$ cat src/rtl/bg_pkg.sv
package bg_pkg;

    localparam int WORD_W    = 16;
    localparam int COORD_W   = 8;
    localparam int IDX_W     = 4;
    localparam int RGB_W     = 6;
    localparam int CRAM_AW   = 5;
    localparam int CRAM_N    = 1 << CRAM_AW;
    localparam int TILE_PX   = 8;
    localparam int FINE_W    = $clog2(TILE_PX);
    localparam int MAP_COLS  = 32;
    localparam int COL_W     = $clog2(MAP_COLS);
    localparam int MAP_ROWS  = 28;
    localparam int ROW_W     = 5;
    localparam int V_WRAP    = MAP_ROWS * TILE_PX;
    localparam int TILES_VIS = 32;
    localparam int SLOT_LAST = TILES_VIS + 1;
    localparam int SLOT_W    = $clog2(SLOT_LAST + 1);
    localparam int SCREEN_W  = TILES_VIS * TILE_PX;
    localparam logic [CRAM_AW-1:0] BACKDROP = 5'd16;

    typedef struct packed {
        logic [2:0] spare;
        logic       prio;
        logic       pal;
        logic       vflip;
        logic       hflip;
        logic [8:0] tile;
    } map_ent_t;

    typedef struct packed {
        logic [7:0] p3;
        logic [7:0] p2;
        logic [7:0] p1;
        logic [7:0] p0;
    } tile_row_t;

    typedef struct packed {
        logic [IDX_W-1:0] idx;
        logic             pal;
        logic             prio;
    } bg_pix_t;

    typedef enum logic [2:0] {
        PH_MAP  = 3'd0,
        PH_ENT  = 3'd1,
        PH_PAT0 = 3'd2,
        PH_PAT1 = 3'd3,
        PH_HI   = 3'd4,
        PH_LOAD = 3'd7
    } phase_e;

    function automatic logic [IDX_W-1:0] pick_index(tile_row_t r, logic [FINE_W-1:0] b);
        return {r.p3[b], r.p2[b], r.p1[b], r.p0[b]};
    endfunction

    function automatic logic [COORD_W-1:0] wrap_line(logic [COORD_W-1:0] ln,
                                                     logic [COORD_W-1:0] sy);
        logic [COORD_W:0] s;
        s = {1'b0, ln} + {1'b0, sy};
        if (s >= (COORD_W+1)'(V_WRAP))
            s = s - (COORD_W+1)'(V_WRAP);
        return s[COORD_W-1:0];
    endfunction

endpackage

$ cat src/rtl/bg_fetch.sv
module bg_fetch
    import bg_pkg::*;
#(
    parameter int VRAM_AW = 13,
    parameter logic [VRAM_AW-1:0] MAP_BASE = 13'h1C00
) (
    input  logic                clk,
    input  logic                rst,
    input  logic                line_start,
    input  logic [COORD_W-1:0]  line_num,
    input  logic [COORD_W-1:0]  scroll_x,
    input  logic [COORD_W-1:0]  scroll_y,
    input  logic                mask_left,
    output logic                vram_rd_en,
    output logic [VRAM_AW-1:0]  vram_addr,
    input  logic [WORD_W-1:0]   vram_rdata,
    output logic                run,
    output logic [SLOT_W-1:0]   slot,
    output logic [FINE_W-1:0]   phase,
    output logic                tile_load,
    output tile_row_t           fetched_row,
    output map_ent_t            fetched_ent,
    output logic [FINE_W-1:0]   fx0,
    output logic                mask_q
);

    logic [COORD_W-1:0] vy_next;
    logic [COORD_W-1:0] negx_next;
    logic [ROW_W-1:0]   row_q;
    logic [FINE_W-1:0]  fine_y_q;
    logic [COL_W-1:0]   col0_q;
    map_ent_t           ent_q;
    logic [WORD_W-1:0]  pw0_q;
    logic [WORD_W-1:0]  pw1_q;

    logic [COL_W-1:0]   col_cur;
    logic [FINE_W-1:0]  trow;
    logic [VRAM_AW-1:0] map_addr;
    logic [VRAM_AW-1:0] pat_addr;
    logic               fetch_slot;

    always_comb begin
        vy_next   = wrap_line(line_num, scroll_y);
        negx_next = COORD_W'(0) - scroll_x;
    end

    always_ff @(posedge clk) begin
        if (rst) begin
            run      <= 1'b0;
            slot     <= '0;
            phase    <= '0;
            row_q    <= '0;
            fine_y_q <= '0;
            col0_q   <= '0;
            fx0      <= '0;
            mask_q   <= 1'b0;
        end else if (!run) begin
            if (line_start) begin
                run      <= 1'b1;
                slot     <= '0;
                phase    <= '0;
                row_q    <= vy_next[COORD_W-1:FINE_W];
                fine_y_q <= vy_next[FINE_W-1:0];
                col0_q   <= negx_next[COORD_W-1:FINE_W];
                fx0      <= negx_next[FINE_W-1:0];
                mask_q   <= mask_left;
            end
        end else begin
            phase <= phase + 1'b1;
            if (phase == FINE_W'(PH_LOAD)) begin
                slot <= slot + 1'b1;
                if (slot == SLOT_W'(SLOT_LAST))
                    run <= 1'b0;
            end
        end
    end

    always_ff @(posedge clk) begin
        if (rst) begin
            ent_q <= '0;
            pw0_q <= '0;
            pw1_q <= '0;
        end else if (run) begin
            case (phase)
                FINE_W'(PH_ENT):  ent_q <= map_ent_t'(vram_rdata);
                FINE_W'(PH_PAT1): pw0_q <= vram_rdata;
                FINE_W'(PH_HI):   pw1_q <= vram_rdata;
                default: ;
            endcase
        end
    end

    always_comb begin
        col_cur    = col0_q + slot[COL_W-1:0];
        trow       = ent_q.vflip ? ~fine_y_q : fine_y_q;
        map_addr   = MAP_BASE + VRAM_AW'({row_q, col_cur});
        pat_addr   = VRAM_AW'({ent_q.tile, trow, (phase == FINE_W'(PH_PAT1))});
        fetch_slot = run && (slot <= SLOT_W'(TILES_VIS));
        vram_rd_en = fetch_slot && ((phase == FINE_W'(PH_MAP)) ||
                                    (phase == FINE_W'(PH_PAT0)) ||
                                    (phase == FINE_W'(PH_PAT1)));
        vram_addr  = (phase == FINE_W'(PH_MAP)) ? map_addr : pat_addr;
        tile_load  = run && (phase == FINE_W'(PH_LOAD));
        fetched_ent = ent_q;
        fetched_row = tile_row_t'({pw1_q, pw0_q});
    end

endmodule

$ cat src/rtl/bg_shifter.sv
module bg_shifter
    import bg_pkg::*;
(
    input  logic              clk,
    input  logic              rst,
    input  logic              load,
    input  tile_row_t         row_in,
    input  map_ent_t          ent_in,
    input  logic [FINE_W-1:0] phase,
    output bg_pix_t           pix
);

    tile_row_t cur_row;
    logic      cur_hflip;
    logic      cur_pal;
    logic      cur_prio;
    logic [FINE_W-1:0] bit_sel;

    always_ff @(posedge clk) begin
        if (rst) begin
            cur_row   <= '0;
            cur_hflip <= 1'b0;
            cur_pal   <= 1'b0;
            cur_prio  <= 1'b0;
        end else if (load) begin
            cur_row   <= row_in;
            cur_hflip <= ent_in.hflip;
            cur_pal   <= ent_in.pal;
            cur_prio  <= ent_in.prio;
        end
    end

    always_comb begin
        bit_sel  = cur_hflip ? phase : ~phase;
        pix.idx  = pick_index(cur_row, bit_sel);
        pix.pal  = cur_pal;
        pix.prio = cur_prio;
    end

endmodule

$ cat src/rtl/bg_cram.sv
module bg_cram
    import bg_pkg::*;
(
    input  logic               clk,
    input  logic               rst,
    input  logic               addr_we,
    input  logic               data_we,
    input  logic [7:0]         wdata,
    input  logic [CRAM_AW-1:0] rd_idx,
    output logic [RGB_W-1:0]   rd_rgb,
    output logic [CRAM_AW-1:0] ptr
);

    logic [RGB_W-1:0] mem [CRAM_N];

    always_ff @(posedge clk) begin
        if (rst) begin
            ptr <= '0;
        end else if (addr_we) begin
            ptr <= wdata[CRAM_AW-1:0];
        end else if (data_we) begin
            ptr <= ptr + 1'b1;
        end
    end

    for (genvar i = 0; i < CRAM_N; i++) begin : g_ent
        always_ff @(posedge clk) begin
            if (rst)
                mem[i] <= '0;
            else if (data_we && !addr_we && (ptr == CRAM_AW'(i)))
                mem[i] <= wdata[RGB_W-1:0];
        end
    end

    assign rd_rgb = mem[rd_idx];

endmodule

$ cat src/rtl/bg_render.sv
module bg_render
    import bg_pkg::*;
#(
    parameter int VRAM_AW = 13,
    parameter logic [VRAM_AW-1:0] MAP_BASE = 13'h1C00
) (
    input  logic                clk,
    input  logic                rst,
    input  logic                line_start,
    input  logic [7:0]          line_num,
    input  logic [7:0]          scroll_x,
    input  logic [7:0]          scroll_y,
    input  logic                mask_left,
    output logic                vram_rd_en,
    output logic [VRAM_AW-1:0]  vram_addr,
    input  logic [15:0]         vram_rdata,
    input  logic                cram_addr_we,
    input  logic                cram_data_we,
    input  logic [7:0]          cram_wdata,
    output logic                pix_valid,
    output logic [7:0]          pix_x,
    output logic [3:0]          pix_index,
    output logic                pix_pal,
    output logic                pix_prio,
    output logic [5:0]          pix_rgb
);

    localparam int K_W = SLOT_W + FINE_W;

    logic               run;
    logic [SLOT_W-1:0]  slot;
    logic [FINE_W-1:0]  phase;
    logic               tile_load;
    tile_row_t          fetched_row;
    map_ent_t           fetched_ent;
    logic [FINE_W-1:0]  fx0;
    logic               mask_q;
    bg_pix_t            pix;
    logic [CRAM_AW-1:0] cram_ptr;
    logic [CRAM_AW-1:0] look_idx;
    logic [RGB_W-1:0]   look_rgb;

    logic [SLOT_W-1:0]  slot_m1;
    logic [K_W-1:0]     k;
    logic [K_W-1:0]     kx;
    logic               in_win;
    logic               masked;

    bg_fetch #(.VRAM_AW(VRAM_AW), .MAP_BASE(MAP_BASE)) u_fetch (
        .clk         (clk),
        .rst         (rst),
        .line_start  (line_start),
        .line_num    (line_num),
        .scroll_x    (scroll_x),
        .scroll_y    (scroll_y),
        .mask_left   (mask_left),
        .vram_rd_en  (vram_rd_en),
        .vram_addr   (vram_addr),
        .vram_rdata  (vram_rdata),
        .run         (run),
        .slot        (slot),
        .phase       (phase),
        .tile_load   (tile_load),
        .fetched_row (fetched_row),
        .fetched_ent (fetched_ent),
        .fx0         (fx0),
        .mask_q      (mask_q)
    );

    bg_shifter u_shift (
        .clk    (clk),
        .rst    (rst),
        .load   (tile_load),
        .row_in (fetched_row),
        .ent_in (fetched_ent),
        .phase  (phase),
        .pix    (pix)
    );

    bg_cram u_cram (
        .clk     (clk),
        .rst     (rst),
        .addr_we (cram_addr_we),
        .data_we (cram_data_we),
        .wdata   (cram_wdata),
        .rd_idx  (look_idx),
        .rd_rgb  (look_rgb),
        .ptr     (cram_ptr)
    );

    always_comb begin
        slot_m1  = slot - 1'b1;
        k        = {slot_m1, phase};
        kx       = k - K_W'(fx0);
        in_win   = run && (slot != '0) && (k >= K_W'(fx0)) && (kx < K_W'(SCREEN_W));
        masked   = mask_q && (kx < K_W'(TILE_PX));
        look_idx = masked ? BACKDROP : {pix.pal, pix.idx};
    end

    always_ff @(posedge clk) begin
        if (rst || !in_win) begin
            pix_valid <= 1'b0;
            pix_x     <= '0;
            pix_index <= '0;
            pix_pal   <= 1'b0;
            pix_prio  <= 1'b0;
            pix_rgb   <= '0;
        end else begin
            pix_valid <= 1'b1;
            pix_x     <= kx[COORD_W-1:0];
            pix_index <= look_idx[IDX_W-1:0];
            pix_pal   <= look_idx[CRAM_AW-1];
            pix_prio  <= masked ? 1'b0 : pix.prio;
            pix_rgb   <= look_rgb;
        end
    end

endmodule

$ cat config.mk
export PLATFORM = sky130hd
export DESIGN_NAME = bg_render
export DESIGN_NICKNAME = d
export VERILOG_FILES = /design/src/rtl/bg_pkg.sv /design/src/rtl/bg_fetch.sv /design/src/rtl/bg_shifter.sv /design/src/rtl/bg_cram.sv /design/src/rtl/bg_render.sv
export SDC_FILE = /design/constraint.sdc
export NUM_CORES = 1
export LEC_CHECK = 0
export ABC_AREA = 1
export BUFFER_PORTS_ARGS = -buffer_cell sky130_fd_sc_hd__buf_2
export CORE_MARGIN = 2
export CORE_UTILIZATION = 35
export CTS_CLUSTER_SIZE = 16
export DETAILED_ROUTE_END_ITERATION = 7
export HOLD_SLACK_MARGIN = 0.1
export RECOVER_POWER = 100
export SETUP_SLACK_MARGIN = 0.3
export SYNTH_ARGS = -nofsm -noshare
export SYNTH_HDL_FRONTEND = slang
export SYNTH_SLANG_ARGS = --single-unit
$ cat constraint.sdc
create_clock -name clk -period 2.74 [get_ports clk]
set_clock_uncertainty 0.2 [all_clocks]
set_input_delay 0.548 -clock clk [delete_from_list [all_inputs] [get_ports clk]]
set_output_delay 0.548 -clock clk [all_outputs]
set_load 0.03 [all_outputs]
==> results.md, run 1 <==
- P&R area growth vs syn: 32.98%
- Share of cells above drive strength 1: 21.47%
- Total grt overflow: 0
- Top FF cell, synth: edfxtp_1
- Pwr Total: 12.45 mW
- CTS root buffer: clkbuf_16
- PwrDens: 586.3 mW/mm2
- Synthesized netlist cell count: 1940
- Crit Path Class: reg -> out
- Worst Max-Slew Pin Slew: 1.314 ns
- Vias in the first global route: 13410
- RSZ-0062 raised after global routing: true
- Crit path capture: vram_rd_en
- Overall routing resource usage: 19.66%
- Initial DRT Pass Iterations: 5
- Area leader, netlist: edfxtp_1
- Period utilization: 110.8%
- Final wirelength: 47030 um
- Worst-Skew Late Latency: 0.55 ns
- DP HPWL: 29000 um
- Final Wtd Congestion: 0.8628
- Core Box Area: 0.04519 mm2
- Minimum clock period: 3.035 ns
- Max FO, Critical Path: 5
- FFs w/ async S/R, synth: 0%
- Post-Syn Area per Cell: 8.230 um2
- Count leader, synth: nor2_1
- DRT antenna net count: 0
- Net Count, Synth: 2030
- Place WS: -0.3734 ns
- Nets: 2258
- Vias per inst: 5.002
- CTS Buf Count: 38
- Achievable frequency: 329.5 MHz
- Max Buffers Root-to-Sink: 3
- Die ar.: 0.04734 mm2
- CTS tree: done
- Port buffer count: 86
- CP Capture Type: output port
- Fin. Hold Viols: 0
- Status: finished with violations
- Maximum VDD drop: 0.5091 mV
- Lkg Pwr: 8.743 nW
- Reg2reg setup slack: -0.26 ns
- Arrival time of the worst setup path: 2.29 ns
- Global-route wire length before repair: 72620 um
- Die height: 217.6 um
- Final worst slack: -0.2946 ns
- Critical Path Start Type: register
- Final Slew Violations: 0
- DR DRC count: 0
- Mapped cell area: 0.01597 mm2
- Post-synthesis cell type count: 39
- Failing checks: setup timing
- Worst EP required: 1.99 ns
- Relative slew slack: 12.39%
- Max Cap Viol: 0
- Starting Density: 35.34%
- Reg-to-reg startpoint: u_fetch.phase[0]
- Clk sink count: 325
- Fillers: 4288
- Largest net degree at the start of global routing: 125
- Top cells by area, synth: edfxtp_1, dfxtp_1, nor2_1
- Post-synth EDFFs: 192
- Reg2reg path depth: 22
- H-tree level count: 2
- Initial antenna violation count: 2
- Seq cells post-synth: 325
- Worst hold margin: 0.1252 ns
- Synth top cells by count: nor2_1, nand2_1, nand3_1
- Seq/Total Area, Yosys: 52.79%
- Rows: 78
- Beginning of the critical path: u_fetch.phase[2]
- Reg2reg end: pix_x[4]
- I/O pin count: 89
- Yosys warnings: 0
- 1st-iter DRT viols: 1015
- Routed via count: 14010
- Top cell type's share of synthesized area: 36.11%
- Width of the die: 217.6 um
- Clock-pin slew on the worst setup and hold paths: 0.06 ns
- Final setup violation count: 23
- Hold Path Class: in -> reg
- Wirelength per Cell: 16.80 um
cell type report:
| class | instances | area, um2 | area share, % |
|---|---|---|---|
| diodes | 2 | 5.005 | 0.02357 |
| clock buffers | 60 | 1179 | 5.551 |
| clock inverters | 10 | 132.6 | 0.6247 |
| inverters | 218 | 839.6 | 3.954 |
| multi-input cells | 1284 | 7129 | 33.58 |
| flip-flops and latches | 325 | 8444 | 39.77 |
| well taps | 600 | 750.7 | 3.536 |
| repair buffers | 301 | 2751 | 12.96 |
report_power, final:
group	internal [mW]	switching, mW	total (mW)	leakage, nW
Clock	3.24	2.04	5.28	0.637
Sequential	5.31	0.0594	5.37	3.07
Combinational	0.726	1.08	1.80	5.04
placed cells by master (no fill, tap or decap), types with 15 or more instances in the layout:
| master | instances |
|---|---|
| nor2_1 | 403 |
| nand2_1 | 218 |
| inv_1 | 199 |
| edfxtp_1 | 192 |
| nand3_1 | 146 |
| o21ai_0 | 138 |
| dfxtp_1 | 126 |
| buf_4 | 101 |
| a21oi_1 | 72 |
| nand3b_1 | 68 |
| clkbuf_1 | 61 |
| nand3_2 | 60 |
| buf_2 | 47 |
| clkbuf_16 | 44 |
| buf_6 | 40 |
| ha_1 | 24 |
| nand2_2 | 21 |
| buf_12 | 21 |
| dlygate4sd3_1 | 16 |
| nor2_4 | 15 |
registers in the layout, summed over array words and instances (netlist names), 3 cells and up:
register / flops
pix_index: 4
pix_rgb: 6
pix_x: 8
u_cram.mem: 192
u_cram.ptr: 5
u_fetch.col0_q: 5
u_fetch.fetched_ent: 13
u_fetch.fine_y_q: 3
u_fetch.fx0: 3
u_fetch.phase: 3
u_fetch.pw0_q: 16
u_fetch.pw1_q: 16
u_fetch.row_q: 5
u_fetch.slot: 6
u_shift.cur_row: 32
layer usage:
metal / up-vias / part of all wire [%] / global-route usage (%)
li1: 6826 / - / -
met1: 6660 / 41 / 24.52
met2: 406 / 49 / 33.64
met3: 113 / 6.1 / 2.957
met4: 0 / 4.2 / 8.744
met5: - / 0 / 0
per-stage QoR:
| stage | instances | utilization (%) | TNS (ns) | instance area [um2] |
|---|---|---|---|---|
| 6_report | 2800 | 46.99 | -3.640 | 21230 |
| 5_1_grt | 2800 | 46.99 | -5.819 | 21230 |
| 4_1_cts | 2779 | 46.34 | -1.816 | 20940 |
| 2_1_floorplan | 1940 | - | 0 | 16160 |
| 3_3_place_gp | 2648 | 39.81 | -2.343 | 17990 |
| 3_5_place_dp | 2648 | 39.81 | -3.071 | 17990 |
worst min-delay path by stage:
stage | startpoint | end | slack (ns) | depth (start not counted)
final | vram_rdata[2] | u_fetch.pw0_q[2] | 0.13 | 3
after floorplan | u_fetch.fetched_ent[12] | u_fetch.fetched_ent[12] | 0.22 | 2
after CTS | cram_addr_we | u_cram.ptr[2] | 0.10 | 3
after global routing | vram_rdata[2] | u_fetch.pw0_q[2] | 0.15 | 3
after global placement | u_fetch.fetched_ent[12] | u_fetch.fetched_ent[12] | 0.23 | 2
after detailed placement | u_fetch.fetched_ent[2] | u_fetch.fetched_ent[2] | 0.24 | 2
cells by family (layout without fill, tap and decap cells):
| group | after synthesis | in the layout | synth area share [%] |
|---|---|---|---|
| xor+xnor | 21 | 21 | 1.199 |
| fa+ha+maj | 36 | 36 | 2.962 |
| other cells | 0 | 2 | 0 |
| compound gates | 248 | 248 | 8.213 |
| simple gates | 979 | 979 | 26.66 |
| flops | 325 | 325 | 52.79 |
| buf+inv | 331 | 589 | 8.181 |
critical path, stage by stage (launching register included):
cell,delay [ns]
dfxtp_4,0.35
buf_4,0.16
clkinvlp_2,0.20
clkdlybuf4s25_1,0.37
ha_4,0.17
nor2_4,0.05
a221oi_4,0.26
buf_6,0.17
repair_timing:
item                                    in CTS  in global routing
pin swaps                                   64                 49
buffers inserted                            31                 17
hold endpoints to repair                    23                  0
hold buffers                                16                  0
endpoints found under the setup margin      35                 35
cloned                                      14                  2
gates resized for setup                    217                 83
Power figures use the tool's default switching activity.
==> run 2: changes to the inputs <==
==> constraint.sdc (replaced) <==
create_clock -name clk -period 2.74 [get_ports clk]
set_clock_uncertainty 0.2 [all_clocks]
set_input_delay 0.548 -clock clk [delete_from_list [all_inputs] [get_ports clk]]
set_output_delay 0.548 -clock clk [all_outputs]
set_load 0.05 [all_outputs]
==> run 2 against run 1 <==
Against the previous run: the run ends with slew limit, setup timing left; sequential share of layout area rose by 0.28 points; hold slack worse by 0.0064 ns; global-route usage fell by 0.12 points; final cell count down 0.75%; clock-buffer cell count decreased by 6; via count fell by 1.1%; largest cell class unchanged; largest power group unchanged; highest routed layer unchanged.
==> results.md, run 2 (synthesis gave the netlist of run 1 again) <==
- Share of cells above drive strength 1: 20.99%
- WHS Path Cells: 3
- Reg2reg path depth: 23
- Clk sink count: 325
- Nets: 2237
- Most frequent cells in the layout: nor2_1, nand2_1, inv_1, edfxtp_1, nand3_1
- CTS Buf Count: 38
- Hold Path Class: in -> reg
- Starting Density: 35.34%
- Worst hold margin: 0.1188 ns
- CTS root buffer: clkbuf_16
- Total grt overflow: 0
- Initial antenna violation count: 2
- Placed Cells: 2634
- Max Buffers Root-to-Sink: 3
- Final Wtd Congestion: 0.8379
- Final Slew Violations: 154
- Width of the die: 217.6 um
- I/O pin count: 89
- Crit Path Class: reg -> reg
- Most common cell after layout, fill and taps aside: nor2_1
- Relative slew slack: -1.098%
- Core Box Area: 0.04519 mm2
- Critical Path Start Type: register
- Worst-Skew Late Latency: 0.55 ns
- P&R area growth vs syn: 31.93%
- Vias in the first global route: 13400
- CTS tree: done
- Vias per inst: 4.985
- Max Cap Viol: 0
- Worst EP required: 2.99 ns
- DRT antenna net count: 0
- Largest regs: u_cram.mem (192), u_shift.cur_row (32)
- Rows: 78
- Cell Area, Placed: 0.01791 mm2
- Die ar.: 0.04734 mm2
- Failing checks: slew limit, setup timing
- Maximum VDD drop: 0.3592 mV
- DR DRC count: 0
- Largest net degree at the start of global routing: 155
- Lkg Pwr: 8.795 nW
- Port buffer count: 86
- Storage cell area: 0.008438 mm2
- Fillers: 4266
- Global-route wire length before repair: 72590 um
- PwrDens: 585.1 mW/mm2
- CP Capture Type: register
- Minimum clock period: 3.083 ns
- Die height: 217.6 um
- Max FO, Critical Path: 5
- Largest register FFs: 192
- Final worst slack: -0.3430 ns
- Wirelength per Cell: 16.59 um
- Initial DRT Pass Iterations: 5
- Area of the multi-input gates: 0.007116 mm2
- Period utilization: 112.5%
- Overall routing resource usage: 19.54%
- Post-route cell area: 0.02107 mm2
- RSZ-0062 raised after global routing: true
- Post-route insts no fill: 2779
- Clock-pin slew on the worst setup and hold paths: 0.06 ns
- Worst Max-Slew Pin Slew: 1.516 ns
- Routed via count: 13850
- Arrival time of the worst setup path: 3.33 ns
- H-tree level count: 2
- Final wirelength: 46120 um
- Fin. Hold Viols: 0
- DP HPWL: 28100 um
- Biggest register: u_cram.mem
- Status: finished with violations
- 1st-iter DRT viols: 918
- Final setup violation count: 22
- Achievable frequency: 324.4 MHz
[run 2: cell count changes in the layout (fill, tap and decap cells not counted), moves of 10 or more]
cell	change
nor2_1	+10
nand3_2	-12
o21ai_0	-10
nand2_2	-11
buf_4	-18
clkbuf_2	+12
clkbuf_1	-22
[run 2: worst paths after layout]
path                           from  slack (ns)             endpoint
hold reg to reg   u_fetch.pw1_q[13]        0.25  u_shift.cur_row[29]
setup reg to reg   u_fetch.phase[0]       -0.34           pix_rgb[1]
hold / removal         cram_addr_we        0.12        u_cram.ptr[2]
setup / recovery   u_fetch.phase[0]       -0.34           pix_rgb[1]
[run 2: routing by layer]
layer | share of wire [%] | routed length (um) | global-route usage [%] | up-vias
met5 | 0 | 0 | 0 | -
met4 | 3.6 | 1663 | 9.384 | 0
met3 | 6.0 | 2777 | 2.720 | 96
met2 | 48 | 22020 | 32.58 | 450
met1 | 43 | 19650 | 24.95 | 6516
li1 | - | - | - | 6790
[run 2: report_power, final]
part / internal (mW) / switching [mW]
logic: 0.767 / 1.13
clock network: 3.01 / 2.05
registers: 5.31 / 0.0612
total: 9.09 / 3.24
[run 2: worst max-delay path, cell delays in order, from the launching register on]
cell and delay [ns]:
dfxtp_2 0.35, inv_4 0.05, ha_4 0.15, fa_2 0.33
inv_2 0.08, nand2_4 0.07, nand2_4 0.09, nor2_4 0.04
nand3_1 0.10, nand2_2 0.07, nor2_2 0.15, nand3_4 0.16
buf_6 0.17, nand2_8 0.10, buf_12 0.13, buf_12 0.11
buf_16 0.12, nor2_1 0.04, nand2_1 0.08, nand3_2 0.12
nand3_2 0.08, nand2_1 0.06, nand2_1 0.06, nand2_1 0.04
[run 2: repair_timing]
item | CTS | global route
pin swaps | 34 | 45
resized for setup | 187 | 94
buffers inserted | 32 | 8
hold endpoints to repair | 23 | 0
gates cloned | 16 | 1
setup endpoints to repair | 35 | 43
hold buffers | 16 | 0
[run 2: area by class of cell]
cell class	instances	area share, %
clock inverter	16	0.6415
antenna	2	0.02376
tap	600	3.564
multi-input combinational	1284	33.78
inverter	218	3.974
sequential	325	40.06
timing repair buffer	280	12.71
clock buffer	54	5.251
[run 2: through the flow]
stage | total power [mW] | utilization [%] | TNS, ns | setup slack (ns)
global route | 12.77 | 46.61 | -7.080 | -0.5033
CTS | 12.31 | 45.86 | -3.570 | -0.3711
finish | 12.33 | 46.62 | -3.701 | -0.3430
detailed placement | 6.902 | 39.63 | -2.847 | -0.3409
floorplan | 6.386 | - | 0 | 0.01658
global placement | 6.882 | 39.63 | -2.183 | -0.2978
==> run 3: changes to the inputs <==
==> constraint.sdc (replaced) <==
create_clock -name clk -period 2.71 [get_ports clk]
set_clock_uncertainty 0.2 [all_clocks]
set_input_delay 0.542 -clock clk [delete_from_list [all_inputs] [get_ports clk]]
set_output_delay 0.542 -clock clk [all_outputs]
set_load 0.05 [all_outputs]
==> run 3 against run 2 <==
Against the previous run: the flow finishes with violations (setup timing); largest cell class unchanged; worst setup slack got worse by 0.055 ns; maximum frequency fell by 0.79%; sequential power rose by 1%.
==> results.md, run 3 (synthesis gave the netlist of run 1 again) <==
- DP HPWL: 29050 um
- Period utilization: 114.7%
- Final Wtd Congestion: 0.8899
- WHS Path Cells: 4
- Final setup violation count: 19
- Biggest register: u_cram.mem
- Largest regs: u_cram.mem (192), u_shift.cur_row (32)
- Minimum clock period: 3.108 ns
- Starting Density: 35.34%
- Final wirelength: 47050 um
- Achievable frequency: 321.8 MHz
- Maximum VDD drop: 0.4606 mV
- Nets: 2260
- CP Capture Type: register
- Max Cap Viol: 0
- Largest net degree at the start of global routing: 115
- 1st-iter DRT viols: 898
- Routed via count: 14040
- Die height: 217.6 um
- Max FO, Critical Path: 11
- Global-route wire length before repair: 72650 um
- Status: finished with violations
- Initial DRT Pass Iterations: 5
- Cell Area, Placed: 0.01807 mm2
- Critical Path Start Type: register
- Vias in the first global route: 13660
- Worst-Skew Late Latency: 0.56 ns
- PwrDens: 582.6 mW/mm2
- Most common cell after layout, fill and taps aside: nor2_1
- Largest register FFs: 192
- Rows: 78
- DRT antenna net count: 0
- Initial antenna violation count: 2
- CTS root buffer: clkbuf_16
- Lkg Pwr: 8.925 nW
- Worst Max-Slew Pin Slew: 1.297 ns
- Width of the die: 217.6 um
- Pwr Total: 12.49 mW
- Place WS: -0.3879 ns
- Relative slew slack: 13.54%
- Final worst slack: -0.3977 ns
- RSZ-0062 raised after global routing: true
- Max Buffers Root-to-Sink: 3
- Share of cells above drive strength 1: 26.09%
- Total grt overflow: 0
- Port buffer count: 86
- Clock-pin slew on the worst setup and hold paths: 0.06 ns
- Crit Path Class: reg -> reg
- P&R area growth vs syn: 34.24%
- Final Slew Violations: 0
- H-tree level count: 2
- Post-route cell area: 0.02143 mm2
- Fillers: 4233
- Vias per inst: 5.012
- Worst EP required: 3.02 ns
- CTS Buf Count: 38
- Clk sink count: 325
- Wirelength per Cell: 16.79 um
- Hold Path Class: in -> reg
- I/O pin count: 89
- Core Box Area: 0.04519 mm2
- Die ar.: 0.04734 mm2
- Most frequent cells in the layout: nor2_1, nand2_1, inv_1, edfxtp_1, buf_4
- Arrival time of the worst setup path: 3.42 ns
- Failing checks: setup timing
- Overall routing resource usage: 19.50%
- Reg2reg path depth: 21
- DR DRC count: 0
- Fin. Hold Viols: 0
- CTS tree: done
==> run 3: cell count changes in the layout (fill, tap and decap cells not counted), moves of 8 or more <==
cell      delta
nand3_4      -8
nand2_2     +24
buf_4       +58
o21ai_0     -12
clkbuf_2    -15
nand3_2     +30
nand2_1     -20
o21ai_2     +13
clkbuf_1    -27
buf_2       +21
nand3_1     -22
==> run 3: path summary, 6_finish.rpt <==
kind	from	to	slack, ns
max	u_fetch.phase[0]	pix_rgb[5]	-0.40
min	scroll_x[6]	u_fetch.col0_q[3]	0.13
max reg2reg	u_fetch.phase[0]	pix_rgb[5]	-0.40
min reg2reg	u_fetch.fetched_ent[9]	u_fetch.fetched_ent[9]	0.24
==> run 3: layout make-up <==
cell class	count	area, um2	area share (%)
flip-flops and latches	325	8443	39.39
clock inverters	14	137.6	0.6421
diodes	2	5.005	0.02335
clock buffers	56	1084	5.055
well taps	600	750.7	3.503
repair buffers	303	2821	13.16
multi-input cells	1284	7350	34.29
inverters	218	842.1	3.929
==> run 3: worst max-delay path: stages (launching register included) <==
cell and delay [ns]:
dfxtp_2 0.35, inv_4 0.05, ha_4 0.15, fa_2 0.33, inv_2 0.09, nand2_4 0.07, nand3_4 0.07, nand3_2 0.09
nor2_2 0.12, nand2_2 0.08, nor2_4 0.12, nand3_4 0.20, buf_12 0.21, buf_12 0.14, buf_12 0.15, nand3_1 0.09
nand3_2 0.09, nand3_1 0.11, nand3_2 0.11, nand2_1 0.10, nand2_2 0.06, nand2_1 0.06
==> run 3: power breakdown <==
part | total [mW] | internal (mW) | switching, mW
combinational | 2.03 | 0.841 | 1.19
sequential | 5.43 | 5.36 | 0.0616
clock | 5.03 | 2.90 | 2.13
==> run 3: what timing repair did <==
item	4_1_cts	5_1_grt
pin swaps	35	41
setup endpoints to repair	36	40
cloned	11	1
buffers inserted	29	25
hold buffers	17	0
hold endpoints to repair	30	0
gates resized for setup	185	115
==> run 3: through the flow <==
stage	util (%)	hold slack (ns)	TNS, ns	std cells
2_1_floorplan	-	0.2205	-0.007424	1940
3_3_place_gp	39.99	0.2337	-2.502	2647
3_5_place_dp	39.99	0.2371	-3.149	2647
4_1_cts	45.81	0.1018	-2.542	2774
5_1_grt	47.43	0.1446	-5.106	2801
6_report	47.43	0.1258	-3.618	2802
==> run 3: routing by layer <==
metal  up-vias  wire length (um)  GRT usage (%)
met5         -                 0              0
met4         0              1732          8.151
met3       105              2825          2.762
met2       428             22860          33.72
met1      6685             19630          24.34
li1       6826                 -              -
